===== src/rtl/qsetup_pkg.sv =====
package qsetup_pkg;

  typedef enum logic [1:0] {
    MODE_DEFAULT  = 2'd0,
    MODE_PARALLEL = 2'd1,
    MODE_SERIAL   = 2'd2
  } setup_mode_e;

  typedef enum logic [1:0] {
    ST_IDLE = 2'd0,
    ST_LOAD = 2'd1,
    ST_DONE = 2'd2
  } seq_state_e;

  function automatic setup_mode_e decode_mode(input logic dflt_pin, input logic qsel1_pin);
    if (!dflt_pin)      return MODE_DEFAULT;
    else if (!qsel1_pin) return MODE_PARALLEL;
    else                 return MODE_SERIAL;
  endfunction

endpackage


===== src/rtl/qsetup_strap.sv =====
module qsetup_strap
  import qsetup_pkg::*;
#(
  parameter int OFS_LO = 8,
  parameter int OFS_HI = 128,
  localparam int OW = $clog2(OFS_HI + 1)
) (
  input  logic          clk_i,
  input  logic          rst_ni,
  input  logic          dflt_mode_i,
  input  logic          qsel1_i,
  input  logic          ofs_sel_i,
  output setup_mode_e   mode_o,
  output logic [OW-1:0] ofs_o,
  output logic          vld_o
);

  // armed stays set through reset and drops on the first edge after release
  logic        armed_q;
  setup_mode_e mode_q;
  logic [OW-1:0] ofs_q;

  always_ff @(posedge clk_i or negedge rst_ni) begin
    if (!rst_ni) armed_q <= 1'b1;
    else         armed_q <= 1'b0;
  end

  always_ff @(posedge clk_i) begin
    if (armed_q) begin
      mode_q <= decode_mode(dflt_mode_i, qsel1_i);
      ofs_q  <= ofs_sel_i ? OW'(OFS_HI) : OW'(OFS_LO);
    end
  end

  assign mode_o = mode_q;
  assign ofs_o  = ofs_q;
  assign vld_o  = !armed_q;

  AST_STRAP_MODE_HOLD: assert property (@(posedge clk_i) disable iff (!rst_ni)
    !armed_q |=> $stable(mode_q));
  AST_STRAP_OFS_HOLD: assert property (@(posedge clk_i) disable iff (!rst_ni)
    !armed_q |=> $stable(ofs_q));

endmodule


===== src/rtl/qsetup_depth_lut.sv =====
module qsetup_depth_lut #(
  parameter int TOTAL_WORDS = 4096,
  parameter int MAX_Q       = 8,
  localparam int QW = (MAX_Q > 1) ? $clog2(MAX_Q) : 1,
  localparam int DW = $clog2(TOTAL_WORDS + 1)
) (
  input  logic [QW-1:0] cnt_m1_i,
  output logic [DW-1:0] depth_o
);

  logic [DW-1:0] tbl [MAX_Q];

  for (genvar k = 0; k < MAX_Q; k++) begin : g_tbl
    assign tbl[k] = DW'(TOTAL_WORDS / (k + 1));
  end

  assign depth_o = tbl[cnt_m1_i];

endmodule


===== src/rtl/qsetup_fsm.sv =====
module qsetup_fsm
  import qsetup_pkg::*;
#(
  parameter int TOTAL_WORDS = 4096,
  parameter int MAX_Q       = 8,
  localparam int QW = (MAX_Q > 1) ? $clog2(MAX_Q) : 1,
  localparam int DW = $clog2(TOTAL_WORDS + 1)
) (
  input  logic          clk_i,
  input  logic          rst_ni,
  input  setup_mode_e   mode_i,
  input  logic          strap_vld_i,
  input  logic          en_ni,
  input  logic [QW-1:0] req_cnt_m1_i,
  input  logic [DW-1:0] depth_i,
  output logic [QW-1:0] cnt_m1_o,
  output logic          we_o,
  output logic [QW-1:0] idx_o,
  output logic [DW-1:0] base_o,
  output logic          done_o
);

  localparam logic [QW-1:0] LastIdx = QW'(MAX_Q - 1);

  seq_state_e    st_q;
  logic [QW-1:0] idx_q;
  logic [QW-1:0] cnt_m1_q;
  logic [DW-1:0] base_q;
  logic [QW-1:0] req_clamped;
  logic          start;
  logic          last;

  if (MAX_Q == (1 << QW)) begin : g_pow2
    assign req_clamped = req_cnt_m1_i;
  end else begin : g_clamp
    assign req_clamped = (req_cnt_m1_i > LastIdx) ? LastIdx : req_cnt_m1_i;
  end

  assign start = strap_vld_i && !en_ni && (mode_i != MODE_SERIAL);
  assign last  = (idx_q == cnt_m1_q);

  always_ff @(posedge clk_i or negedge rst_ni) begin
    if (!rst_ni) begin
      st_q     <= ST_IDLE;
      idx_q    <= '0;
      cnt_m1_q <= '0;
      base_q   <= '0;
    end else begin
      unique case (st_q)
        ST_IDLE: if (start) begin
          st_q     <= ST_LOAD;
          idx_q    <= '0;
          base_q   <= '0;
          cnt_m1_q <= (mode_i == MODE_PARALLEL) ? req_clamped : LastIdx;
        end
        ST_LOAD: begin
          if (last) begin
            st_q <= ST_DONE;
          end else begin
            idx_q  <= idx_q + 1'b1;
            base_q <= base_q + depth_i;
          end
        end
        default: st_q <= st_q;
      endcase
    end
  end

  assign cnt_m1_o = cnt_m1_q;
  assign we_o     = (st_q == ST_LOAD);
  assign idx_o    = idx_q;
  assign base_o   = base_q;
  assign done_o   = (st_q == ST_DONE);

  AST_WAIT_CHAIN: assert property (@(posedge clk_i) disable iff (!rst_ni)
    (st_q == ST_IDLE && en_ni) |=> (st_q == ST_IDLE));
  AST_SERIAL_QUIET: assert property (@(posedge clk_i) disable iff (!rst_ni)
    (strap_vld_i && mode_i == MODE_SERIAL) |-> !we_o);
  AST_IDX_STEP: assert property (@(posedge clk_i) disable iff (!rst_ni)
    (we_o && !last) |=> (we_o && idx_q == $past(idx_q) + 1'b1));
  AST_BASE_STEP: assert property (@(posedge clk_i) disable iff (!rst_ni)
    (we_o && !last) |=> (base_q == $past(base_q) + $past(depth_i)));
  AST_DONE_AFTER_LAST: assert property (@(posedge clk_i) disable iff (!rst_ni)
    $rose(done_o) |-> $past(we_o && last));
  AST_DONE_STICKY: assert property (@(posedge clk_i) disable iff (!rst_ni)
    done_o |=> (done_o && !we_o));

endmodule


===== src/rtl/qsetup_seq.sv =====
module qsetup_seq
  import qsetup_pkg::*;
#(
  parameter int TOTAL_WORDS = 4096,
  parameter int MAX_Q       = 8,
  parameter int OFS_LO      = 8,
  parameter int OFS_HI      = 128,
  localparam int QW = (MAX_Q > 1) ? $clog2(MAX_Q) : 1,
  localparam int DW = $clog2(TOTAL_WORDS + 1),
  localparam int OW = $clog2(OFS_HI + 1)
) (
  input  logic          rst_ni,
  input  logic          clk_i,
  input  logic          dflt_mode_i,
  input  logic          qsel1_i,
  input  logic          ofs_sel_i,
  input  logic          chain_en_ni,
  input  logic [QW-1:0] wr_addr_i,
  output logic          chain_en_no,
  output logic          cfg_we_o,
  output logic [QW-1:0] cfg_idx_o,
  output logic [DW-1:0] cfg_base_o,
  output logic [DW-1:0] cfg_depth_o,
  output logic [OW-1:0] cfg_ofs_o
);

  setup_mode_e   mode;
  logic          strap_vld;
  logic [QW-1:0] cnt_m1;
  logic [DW-1:0] depth;
  logic          done;

  qsetup_strap #(
    .OFS_LO(OFS_LO),
    .OFS_HI(OFS_HI)
  ) u_strap (
    .clk_i      (clk_i),
    .rst_ni     (rst_ni),
    .dflt_mode_i(dflt_mode_i),
    .qsel1_i    (qsel1_i),
    .ofs_sel_i  (ofs_sel_i),
    .mode_o     (mode),
    .ofs_o      (cfg_ofs_o),
    .vld_o      (strap_vld)
  );

  qsetup_depth_lut #(
    .TOTAL_WORDS(TOTAL_WORDS),
    .MAX_Q      (MAX_Q)
  ) u_lut (
    .cnt_m1_i(cnt_m1),
    .depth_o (depth)
  );

  qsetup_fsm #(
    .TOTAL_WORDS(TOTAL_WORDS),
    .MAX_Q      (MAX_Q)
  ) u_fsm (
    .clk_i       (clk_i),
    .rst_ni      (rst_ni),
    .mode_i      (mode),
    .strap_vld_i (strap_vld),
    .en_ni       (chain_en_ni),
    .req_cnt_m1_i(wr_addr_i),
    .depth_i     (depth),
    .cnt_m1_o    (cnt_m1),
    .we_o        (cfg_we_o),
    .idx_o       (cfg_idx_o),
    .base_o      (cfg_base_o),
    .done_o      (done)
  );

  // done passes the chain enable through; before that the output is held inactive
  assign chain_en_no = !(done && !chain_en_ni);
  assign cfg_depth_o = depth;

  AST_BUSY_HOLDS_CHAIN: assert property (@(posedge clk_i) disable iff (!rst_ni)
    cfg_we_o |-> chain_en_no);
  always_comb begin
    if (!rst_ni) AST_RESET_QUIET: assert (!cfg_we_o && chain_en_no);
  end

endmodule


===== config.mk =====
export PLATFORM = sky130hd
export DESIGN_NAME = qsetup_seq
export DESIGN_NICKNAME = d
export VERILOG_FILES = /design/src/rtl/qsetup_pkg.sv /design/src/rtl/qsetup_strap.sv /design/src/rtl/qsetup_depth_lut.sv /design/src/rtl/qsetup_fsm.sv /design/src/rtl/qsetup_seq.sv
export SDC_FILE = /design/constraint.sdc
export NUM_CORES = 1
export LEC_CHECK = 0
export CELL_PAD_IN_SITES_DETAIL_PLACEMENT = 2
export CELL_PAD_IN_SITES_GLOBAL_PLACEMENT = 2
export CORE_ASPECT_RATIO = 0.75
export CORE_MARGIN = 2
export CORE_UTILIZATION = 29
export DETAILED_ROUTE_END_ITERATION = 12
export GPL_TIMING_DRIVEN = 1
export PLACE_DENSITY_LB_ADDON = 0.3
export SETUP_SLACK_MARGIN = 0.4
export SLEW_MARGIN = 20
export SYNTH_ARGS = -nofsm -noshare
export SYNTH_HDL_FRONTEND = slang
export SYNTH_SLANG_ARGS = --single-unit
export TNS_END_PERCENT = 5

===== constraint.sdc =====
create_clock -name clk_i -period 3.6 [get_ports clk_i]
set_input_delay 0.72 -clock clk_i [delete_from_list [all_inputs] [get_ports clk_i]]
set_output_delay 0.72 -clock clk_i [all_outputs]
set_load 0.02 [all_outputs]

==> impl_metrics.csv, run 1 <==
group,metric,value,unit
cells_and_area,post-route-cell-area,2460,sq um
clock_tree,h-tree-depth,1,
synthesis,synth_enable_flop_cells,4,
placement,dpl_cell_area,2380,sq um
min_path,hold_path.class,"flop to flop",
routing,routed_wl,5810,microns
placement,detailed_placer_s_ending_hpwl,4480,microns
routing,drt_drc_violations_left,0,
outcome,outcome,"finished clean",
clock_tree,tritoncts,"built",
placement,numPortBuffers,41,
global_routing,globalRouteOverflowTotal,0,
synthesis,yosys_register_bits,26,
global_routing,grt_first_pass_wirelength,9540,microns
routing,topRoutingLayerUsed,"met4",
placement,dp.cells,327,
timing,fin_crit_sh,81.6,%
clock_tree,clock_latency,0.29,ns
routing,via_per_inst,5.09,
timing,setup-tns-final,0,ns
critical_path,worst-r2r-cell-count,11,
pwr,peakVddDrop,0.124,mV
cells_and_area,area_growth_synth_to_finish,26.9,%
die,die_h,74.8,microns
synthesis,post_synth_main_area_contributors,"dfrtp_1 27%, ha_1 11%, edfxtp_1 6.2%",
synthesis,netlist_instances,214,
placement,globalplace.congestion,0.729,
critical_path,reg_to_reg_startpoint,"u_fsm.cnt_m1_o[0]",
die,fp.dieArea,7370,sq um
global_routing,grt_pass1_vias,1794,
routing,met2_wire_length,2570,microns
clock_tree,postCtsResizedCells,0,
clock_tree,numClockSinks,26,
pwr,p_leak,1.08,nW
cells_and_area,final_cells,331,
routing,wirelength_met1,3010,microns
critical_path,setup.worst_path.end_class,"output port",
timing,clock.fmax,341,MHz
cells_and_area,insertedDiodeCount,0,
cells_and_area,most_common_cell_after_layout_fill_and_taps_aside,"clkdlybuf4s50_1",
timing,rsz0062_at_grt,"false",
cells_and_area,final_cell_mix,"41 x clkdlybuf4s50_1, 21 x dfrtp_1, 20 x nand2_1",
global_routing,antenna_found_initial,0,
synthesis,async_flop_share,84.6,%
timing,report.final.slew_viol_count,0,
cells_and_area,drive_gt1_share,8.80,%
critical_path,rrSetupSlack,0.71,ns
pwr,netSwitchingPower,0.129,mW
synthesis,mean_instance_size_in_the_synthesized_netlist,9.07,sq um
timing,timing.max_slew.rel_slack,61.1,%
pwr,power.combinational.fraction,5.0,%
critical_path,crit_arrival,2.22,ns
die,die-width,98.5,microns
cells_and_area,final_nets,277,
critical_path,timing.critical_path.from_type,"flop",
pwr,seq_power_share,51.3,%
critical_path,critPathMaxFanout,5,
timing,finalSetupViolations,0,
critical_path,worstSetupEndpoint,"cfg_depth_o[8]",
global_routing,overall_track_demand_over_capacity_in_global_routing,16.7,%
routing,vias,1684,
clock_tree,clock-root-buffer,"clkbuf_8",
routing,drt_pass1_iterations,4,
synthesis,ys_dominant_reg_cell,"dfrtp_1",
die,initial_utilization,30.4,%
synthesis,synthesis_warning_total,0,
clock_tree,post_cts_buffers,0,
pwr,pwr_cell_area,241,nW/um^2
synthesis,synth.distinct_cells,48,
critical_path,worstSetupPathType,"flop to output port",
pwr,switching_share,21.8,%
timing,fin_crit,2.94,ns
timing,fin_worst_hold_slack,0.564,ns
synthesis,yosys.area.top_type,"dfrtp_1",
routing,wl_met3,197,microns
critical_path,crit_start,"u_fsm.cnt_m1_o[0]",
global_routing,grt_start_max_net_pins,24,
die,fp-row-count,25,
clock_tree,cts-hold-fix-buffers,0,
critical_path,crit-reg2reg-capture,"u_fsm.base_o[12]",
die,floorplan.io_pins,48,
clock_tree,clk_pin_slew,0.10,ns
routing,postRouteAntennaNets,0,
timing,finalHoldViolCount,0,
pwr,p_clk_share,43.7,%
routing,detailedRoute.firstIterationViolations,45,
synthesis,synth.top_cell.area_share,27.1,%
pwr,internal_power,0.463,mW
run,timing.max_cap.violations,0,
clock_tree,cts_made_buffers,3,
routing,detail_route.wl_per_cell,17.6,microns
timing,max_slew.worst_pin.slew,0.584,ns
synthesis,synth_seq_area_share,34.6,%
critical_path,crit_path_required_time,2.88,ns
clock_tree,cts_max_path_buffers,2,
timing,fin_worst_skew,0.00430,ns
cells_and_area,fill_cells,742,
die,coreArea,6380,sq um
synthesis,syn_area,1940,sq um
[how the worst min path moves through the flow]
stage	start	end	slack [ns]	cells past startpoint
after detailed placement	u_fsm.st_q[1]	u_fsm.st_q[1]	0.54	1
after floorplan	rst_ni	u_fsm.base_o[0]	0.42	0
after CTS	u_fsm.st_q[1]	u_fsm.st_q[1]	0.56	1
final	u_fsm.base_o[8]	u_fsm.base_o[8]	0.56	2
after global routing	u_fsm.st_q[1]	u_fsm.st_q[1]	0.59	1
after global placement	u_fsm.st_q[1]	u_fsm.st_q[1]	0.53	1
[cells by family after synthesis]
logic type / synth area share [%]
xor gates and xnor gates: 7.22
buffers and inverters: 7.87
muxes: 0.516
other: 0.193
DFF: 34.6
AOI/OAI and AO/OA: 20.7
adders and majority gates: 11.0
and+or+nand+nor: 17.9
[flip-flops by register name, summed over array words and instances (netlist names)]
register	cells
u_strap.ofs_o	2
u_fsm.cnt_m1_o	3
u_fsm.base_o	13
u_fsm.idx_o	3
u_strap.armed_q	1
u_strap.mode_o	2
u_fsm.st_q	2
[worst max-delay path: stages, from the launching register on]
cell             delay (ns)
dfrtp_1                0.42
inv_1                  0.11
ha_1                   0.26
nor2b_2                0.25
a21o_1                 0.22
clkdlybuf4s50_1        0.67
[cell usage after synthesis, types with 2 or more instances]
cell type / count
nand3_1: 16
o21ai_1: 3
clkbuf_1: 3
ha_1: 17
xnor2_1: 12
a21oi_1: 11
buf_4: 9
inv_1: 9
a211oi_1: 4
buf_2: 4
o311ai_2: 2
o31ai_1: 2
o211ai_2: 2
nor3_1: 4
nor2_1: 10
nor4_1: 3
a21o_1: 3
xor2_1: 4
edfxtp_1: 4
o21ai_0: 15
nor2b_1: 5
nand2_1: 20
dfrtp_1: 21
and2_1: 7
[per-stage QoR]
stage          utilization, %  power [mW]  worst slack, ns
5_1_grt                  38.6       0.614            0.411
3_5_place_dp             37.3       0.340            0.621
6_report                 38.6       0.593            0.664
4_1_cts                  38.5       0.602            0.567
3_3_place_gp             37.3       0.339            0.820
2_1_floorplan               -       0.324            0.711
[layer usage]
layer / vias to the layer above / GRT usage (%)
li1: 819 / -
met1: 830 / 23.9
met2: 31 / 27.2
met3: 4 / 3.06
met4: 0 / 2.28
met5: - / 0
[power groups by stage]
stage	Clock [mW]	Sequential, mW	Combinational, mW
floorplan	0	0.311	0.0134
global placement	0	0.309	0.0293
detailed placement	0	0.310	0.0300
CTS	0.267	0.304	0.0301
global route	0.276	0.304	0.0326
finish	0.259	0.304	0.0294
[area by class of cell]
class / instances / area [sq um] / area share [%]
inverters: 10 / 37.5 / 1.52
clock buffers: 3 / 41.3 / 1.68
clock inverters: 1 / 30.0 / 1.22
multi-input cells: 166 / 1150 / 46.6
well taps: 81 / 101 / 4.12
repair buffers: 44 / 433 / 17.6
flip-flops and latches: 26 / 672 / 27.3
No activity file was read; power rests on OpenSTA's default activity.
==> run 2: changes to the inputs <==
- clock period: 3.6 -> 2.84 ns (I/O delays scaled with it)
==> impl_metrics.csv, run 2 (synthesis results as in run 1) <==
group,metric,value,unit
pwr,peakVddDrop,0.216,mV
die,die_h,74.8,microns
placement,globalplace.congestion,0.748,
timing,max_slew.worst_pin.slew,0.799,ns
timing,finalSetupViolations,0,
die,floorplan.io_pins,48,
critical_path,crit_arrival,2.86,ns
clock_tree,clk_pin_slew,0.11,ns
critical_path,worstSetupPathType,"flop to flop",
pwr,power.combinational.fraction,5.0,%
pwr,internal_power,0.587,mW
timing,clock.fmax,375,MHz
clock_tree,tritoncts,"built",
timing,timing.max_slew.rel_slack,46.4,%
cells_and_area,postLayoutCoreUtil,43.1,%
placement,dp.cells,333,
cells_and_area,area_growth_synth_to_finish,41.7,%
timing,fin_worst_skew,0.00555,ns
outcome,outcome,"finished clean",
timing,fin_crit_sh,93.9,%
global_routing,grt_start_max_net_pins,23,
cells_and_area,most_common_cell_after_layout_fill_and_taps_aside,"clkdlybuf4s50_1",
global_routing,antenna_found_initial,0,
clock_tree,numClockSinks,26,
cells_and_area,fill_cells,713,
clock_tree,clock_latency,0.29,ns
global_routing,globalRouteOverflowTotal,0,
cells_and_area,drive_gt1_share,22.9,%
timing,finalHoldViolCount,0,
routing,routed_wl,6770,microns
critical_path,timing.critical_path.from_type,"flop",
routing,drt_pass1_iterations,4,
global_routing,overall_track_demand_over_capacity_in_global_routing,17.7,%
global_routing,grt_first_pass_wirelength,10100,microns
cells_and_area,multiInputGateArea,1260,sq um
pwr,netSwitchingPower,0.167,mW
pwr,p_clk_share,43.9,%
min_path,hold_path.class,"flop to flop",
timing,fin_crit,2.67,ns
clock_tree,cts_max_path_buffers,2,
placement,detailed_placer_s_ending_hpwl,4600,microns
routing,detailedRoute.firstIterationViolations,52,
cells_and_area,number_of_flip_flops_in_the_largest_register,13,
cells_and_area,post-route-cell-area,2750,sq um
cells_and_area,insertedDiodeCount,0,
clock_tree,cts-hold-fix-buffers,0,
routing,postRouteAntennaNets,0,
routing,drt_drc_violations_left,0,
routing,detail_route.wl_per_cell,19.2,microns
placement,dpl_cell_area,2470,sq um
critical_path,crit_path_required_time,3.04,ns
routing,via_per_inst,5.09,
pwr,seq_power_share,51.1,%
global_routing,grt_pass1_vias,1853,
critical_path,critPathMaxFanout,5,
clock_tree,cts_made_buffers,3,
cells_and_area,final_cell_mix,"41 x clkdlybuf4s50_1, 23 x buf_4, 20 x nand2_1",
timing,setup-tns-final,0,ns
pwr,p_leak,1.18,nW
critical_path,setup.worst_path.end_class,"flop",
cells_and_area,sequential_cell_area,674,sq um
routing,vias,1790,
placement,numPortBuffers,41,
pwr,pwr_cell_area,274,nW/um^2
cells_and_area,final_nets,298,
die,fp-row-count,25,
timing,report.final.slew_viol_count,0,
pwr,switching_share,22.1,%
die,fp.dieArea,7370,sq um
die,initial_utilization,30.4,%
die,coreArea,6380,sq um
die,die-width,98.5,microns
clock_tree,h-tree-depth,1,
clock_tree,clock-root-buffer,"clkbuf_8",
cells_and_area,final_cells,352,
timing,rsz0062_at_grt,"true",
run,timing.max_cap.violations,0,
[run 2: critical path, cell delays in order, from the launching register on]
cell and delay [ns]:
dfrtp_1 0.41, inv_2 0.09, ha_4 0.18, nor2b_4 0.14, buf_12 0.14, ha_4 0.28, nand4b_1 0.20, a221oi_2 0.33
o211a_1 0.31, o21ai_2 0.09, xnor2_1 0.14, o311ai_2 0.25
[run 2: area by class of cell]
type / instances / share of cell area (%)
tap: 81 / 3.69
clock buffer: 3 / 1.50
inverter: 10 / 1.37
multi-input combinational: 166 / 45.9
timing repair buffer: 65 / 21.9
sequential: 26 / 24.5
clock inverter: 1 / 1.09
[run 2: worst paths after layout]
path	startpoint	end	slack [ns]	depth (start not counted)
max	u_fsm.cnt_m1_o[0]	u_fsm.base_o[12]	0.17	11
min	u_fsm.base_o[8]	u_fsm.base_o[8]	0.56	2
max reg2reg	u_fsm.cnt_m1_o[0]	u_fsm.base_o[12]	0.17	11
min reg2reg	u_fsm.base_o[8]	u_fsm.base_o[8]	0.56	2
max in group asynchronous	rst_ni	u_strap.armed_q	1.90	2
min in group asynchronous	rst_ni	u_fsm.base_o[4]	0.64	2
[run 2: metrics by stage]
stage / setup slack [ns] / hold slack (ns) / power, mW
after floorplan: 0.370 / 0.272 / 0.411
after global placement: 0.0812 / 0.523 / 0.429
after detailed placement: -0.00715 / 0.540 / 0.431
after CTS: 0.254 / 0.570 / 0.767
after global routing: 0.0170 / 0.608 / 0.780
final: 0.173 / 0.564 / 0.754
[run 2: power by group through the flow]
stage / logic (mW) / registers (mW) / clock network, mW
floorplan: 0.0170 / 0.394 / 0
global placement: 0.0373 / 0.392 / 0
detailed placement: 0.0380 / 0.393 / 0
CTS: 0.0380 / 0.386 / 0.343
global route: 0.0410 / 0.386 / 0.353
finish: 0.0378 / 0.385 / 0.331
[run 2: metal layers]
layer	global-route usage, %	vias to the layer above	part of all wire, %
li1	-	858	-
met1	25.2	891	49
met2	29.5	36	48
met3	2.69	5	2.7
met4	2.74	0	0.53
met5	0	-	0
[run 2: what timing repair did]
item,4_1_cts,5_1_grt
setup buffers,6,9
resized for setup,9,11
setup endpoints to repair,19,18
pin swaps,2,7
==> run 3: changes to the inputs <==
- SETUP_SLACK_MARGIN: 0.4 -> not set
==> impl_metrics.csv, run 3 (synthesis results as in run 1) <==
group,metric,value,unit
timing,setup-tns-final,0,ns
die,floorplan.io_pins,48,
die,fp.dieArea,7370,sq um
routing,detailedRoute.firstIterationViolations,36,
global_routing,antenna_found_initial,0,
critical_path,timing.critical_path.from_type,"flop",
clock_tree,clk_pin_slew,0.11,ns
cells_and_area,final_cells,339,
timing,report.final.slew_viol_count,0,
critical_path,crit_path_required_time,3.03,ns
clock_tree,h-tree-depth,1,
outcome,outcome,"finished clean",
timing,setup_slack,0.146,ns
clock_tree,clock-root-buffer,"clkbuf_8",
pwr,pwr_cell_area,292,nW/um^2
global_routing,grt_start_max_net_pins,23,
min_path,hold_path.class,"flop to flop",
cells_and_area,area_growth_synth_to_finish,33.1,%
pwr,p_clk_share,43.9,%
clock_tree,cts_max_path_buffers,2,
timing,clock.fmax,371,MHz
timing,timing.max_slew.rel_slack,44.9,%
pwr,power.combinational.fraction,5.0,%
cells_and_area,most_common_cell_after_layout_fill_and_taps_aside,"clkdlybuf4s50_1",
pwr,switching_share,22.2,%
pwr,p_leak,1.16,nW
routing,postRouteAntennaNets,0,
placement,dp.cells,333,
routing,detail_route.wl_per_cell,18.9,microns
routing,drt_pass1_iterations,4,
die,fp-row-count,25,
cells_and_area,final_cell_mix,"41 x clkdlybuf4s50_1, 20 x nand2_1, 20 x dfrtp_1",
timing,finalHoldViolCount,0,
placement,dpl_ws,0.0637,ns
placement,numPortBuffers,41,
routing,via_per_inst,5.12,
pwr,peakVddDrop,0.170,mV
clock_tree,clock_latency,0.29,ns
global_routing,globalRouteOverflowTotal,0,
timing,fin_crit,2.69,ns
cells_and_area,final_nets,285,
cells_and_area,postLayoutCoreUtil,40.5,%
timing,max_slew.worst_pin.slew,0.826,ns
critical_path,worstSetupPathType,"flop to flop",
timing,fin_crit_sh,94.8,%
global_routing,overall_track_demand_over_capacity_in_global_routing,17.8,%
critical_path,crit_arrival,2.88,ns
cells_and_area,drive_gt1_share,14.3,%
critical_path,critPathMaxFanout,5,
timing,fin_worst_skew,0.0112,ns
pwr,netSwitchingPower,0.168,mW
pwr,seq_power_share,51.1,%
routing,routed_wl,6420,microns
cells_and_area,insertedDiodeCount,0,
routing,vias,1735,
routing,drt_drc_violations_left,0,
run,timing.max_cap.violations,0,
cells_and_area,number_of_flip_flops_in_the_largest_register,13,
placement,globalplace.congestion,0.806,
clock_tree,cts_made_buffers,3,
global_routing,grt_pass1_vias,1862,
clock_tree,numClockSinks,26,
global_routing,grt_first_pass_wirelength,10200,microns
die,coreArea,6380,sq um
placement,detailed_placer_s_ending_hpwl,4760,microns
die,die-width,98.5,microns
die,die_h,74.8,microns
clock_tree,tritoncts,"built",
timing,finalSetupViolations,0,
timing,fin_worst_hold_slack,0.555,ns
critical_path,setup.worst_path.end_class,"flop",
pwr,internal_power,0.587,mW
die,initial_utilization,30.4,%
==> run 3: cell types whose count changed in the layout (fill, tap and decap cells not counted), sizes merged <==
cell,delta
buf,-13
==> run 3: path summary, 6_finish.rpt <==
| kind | from | endpoint | slack (ns) | cells after the start |
|---|---|---|---|---|
| worst max-delay path | u_fsm.cnt_m1_o[0] | u_fsm.base_o[12] | 0.15 | 12 |
| worst min-delay path | u_fsm.st_q[1] | u_fsm.st_q[1] | 0.55 | 1 |
| worst max register to register | u_fsm.cnt_m1_o[0] | u_fsm.base_o[12] | 0.15 | 12 |
| worst min register to register | u_fsm.st_q[1] | u_fsm.st_q[1] | 0.55 | 1 |
| max in group asynchronous | rst_ni | u_strap.armed_q | 1.90 | 2 |
| min in group asynchronous | rst_ni | u_fsm.base_o[3] | 0.64 | 2 |
==> run 3: stage by stage <==
step	instance area [sq um]	total power [mW]
after floorplan	1970	0.411
after global placement	2430	0.429
after detailed placement	2430	0.431
after CTS	2510	0.765
after global routing	2580	0.783
final	2580	0.755
==> run 3: per-layer routing <==
metal,vias to the layer above,share of wire [%],GRT usage (%)
li1,830,-,-
met1,864,47,24.1
met2,36,47,30.4
met3,5,5.0,4.55
met4,0,0.33,1.83
met5,-,0,0
==> run 3: worst max-delay path, stage by stage, from the launching register on <==
cell and delay (ns):
dfrtp_1 0.39, inv_1 0.10, ha_1 0.17, nor2b_2 0.21, a21o_1 0.26, ha_1 0.32, o21ai_0 0.29, a211oi_1 0.13
buf_4 0.17, and2_1 0.15, o21ai_0 0.16, nand3_1 0.12, o311ai_2 0.11
==> run 3: area by class of cell <==
cell class | instances | area (sq um)
fill | 718 | 3800
timing repair buffer | 52 | 493
inverter | 10 | 37.5
multi-input combinational | 166 | 1210
clock buffer | 3 | 41.3
tap | 81 | 101
sequential | 26 | 673
clock inverter | 1 | 30.0
==> run 3: power by group through the flow <==
stage	sequential (mW)	clock, mW	combinational, mW
2_1_floorplan	0.394	0	0.0170
3_3_place_gp	0.392	0	0.0372
3_5_place_dp	0.393	0	0.0384
4_1_cts	0.386	0.341	0.0384
5_1_grt	0.386	0.356	0.0412
6_report	0.385	0.332	0.0379
==> run 3: what timing repair did <==
| item | in CTS | in global routing |
|---|---|---|
| endpoints found under the setup margin | 1 | 2 |
| resized for setup | 1 | 9 |
| buffers inserted | 0 | 2 |
| hold buffers | 0 | 0 |
| hold endpoints to repair | 0 | 0 |
| pin swaps | 0 | 2 |
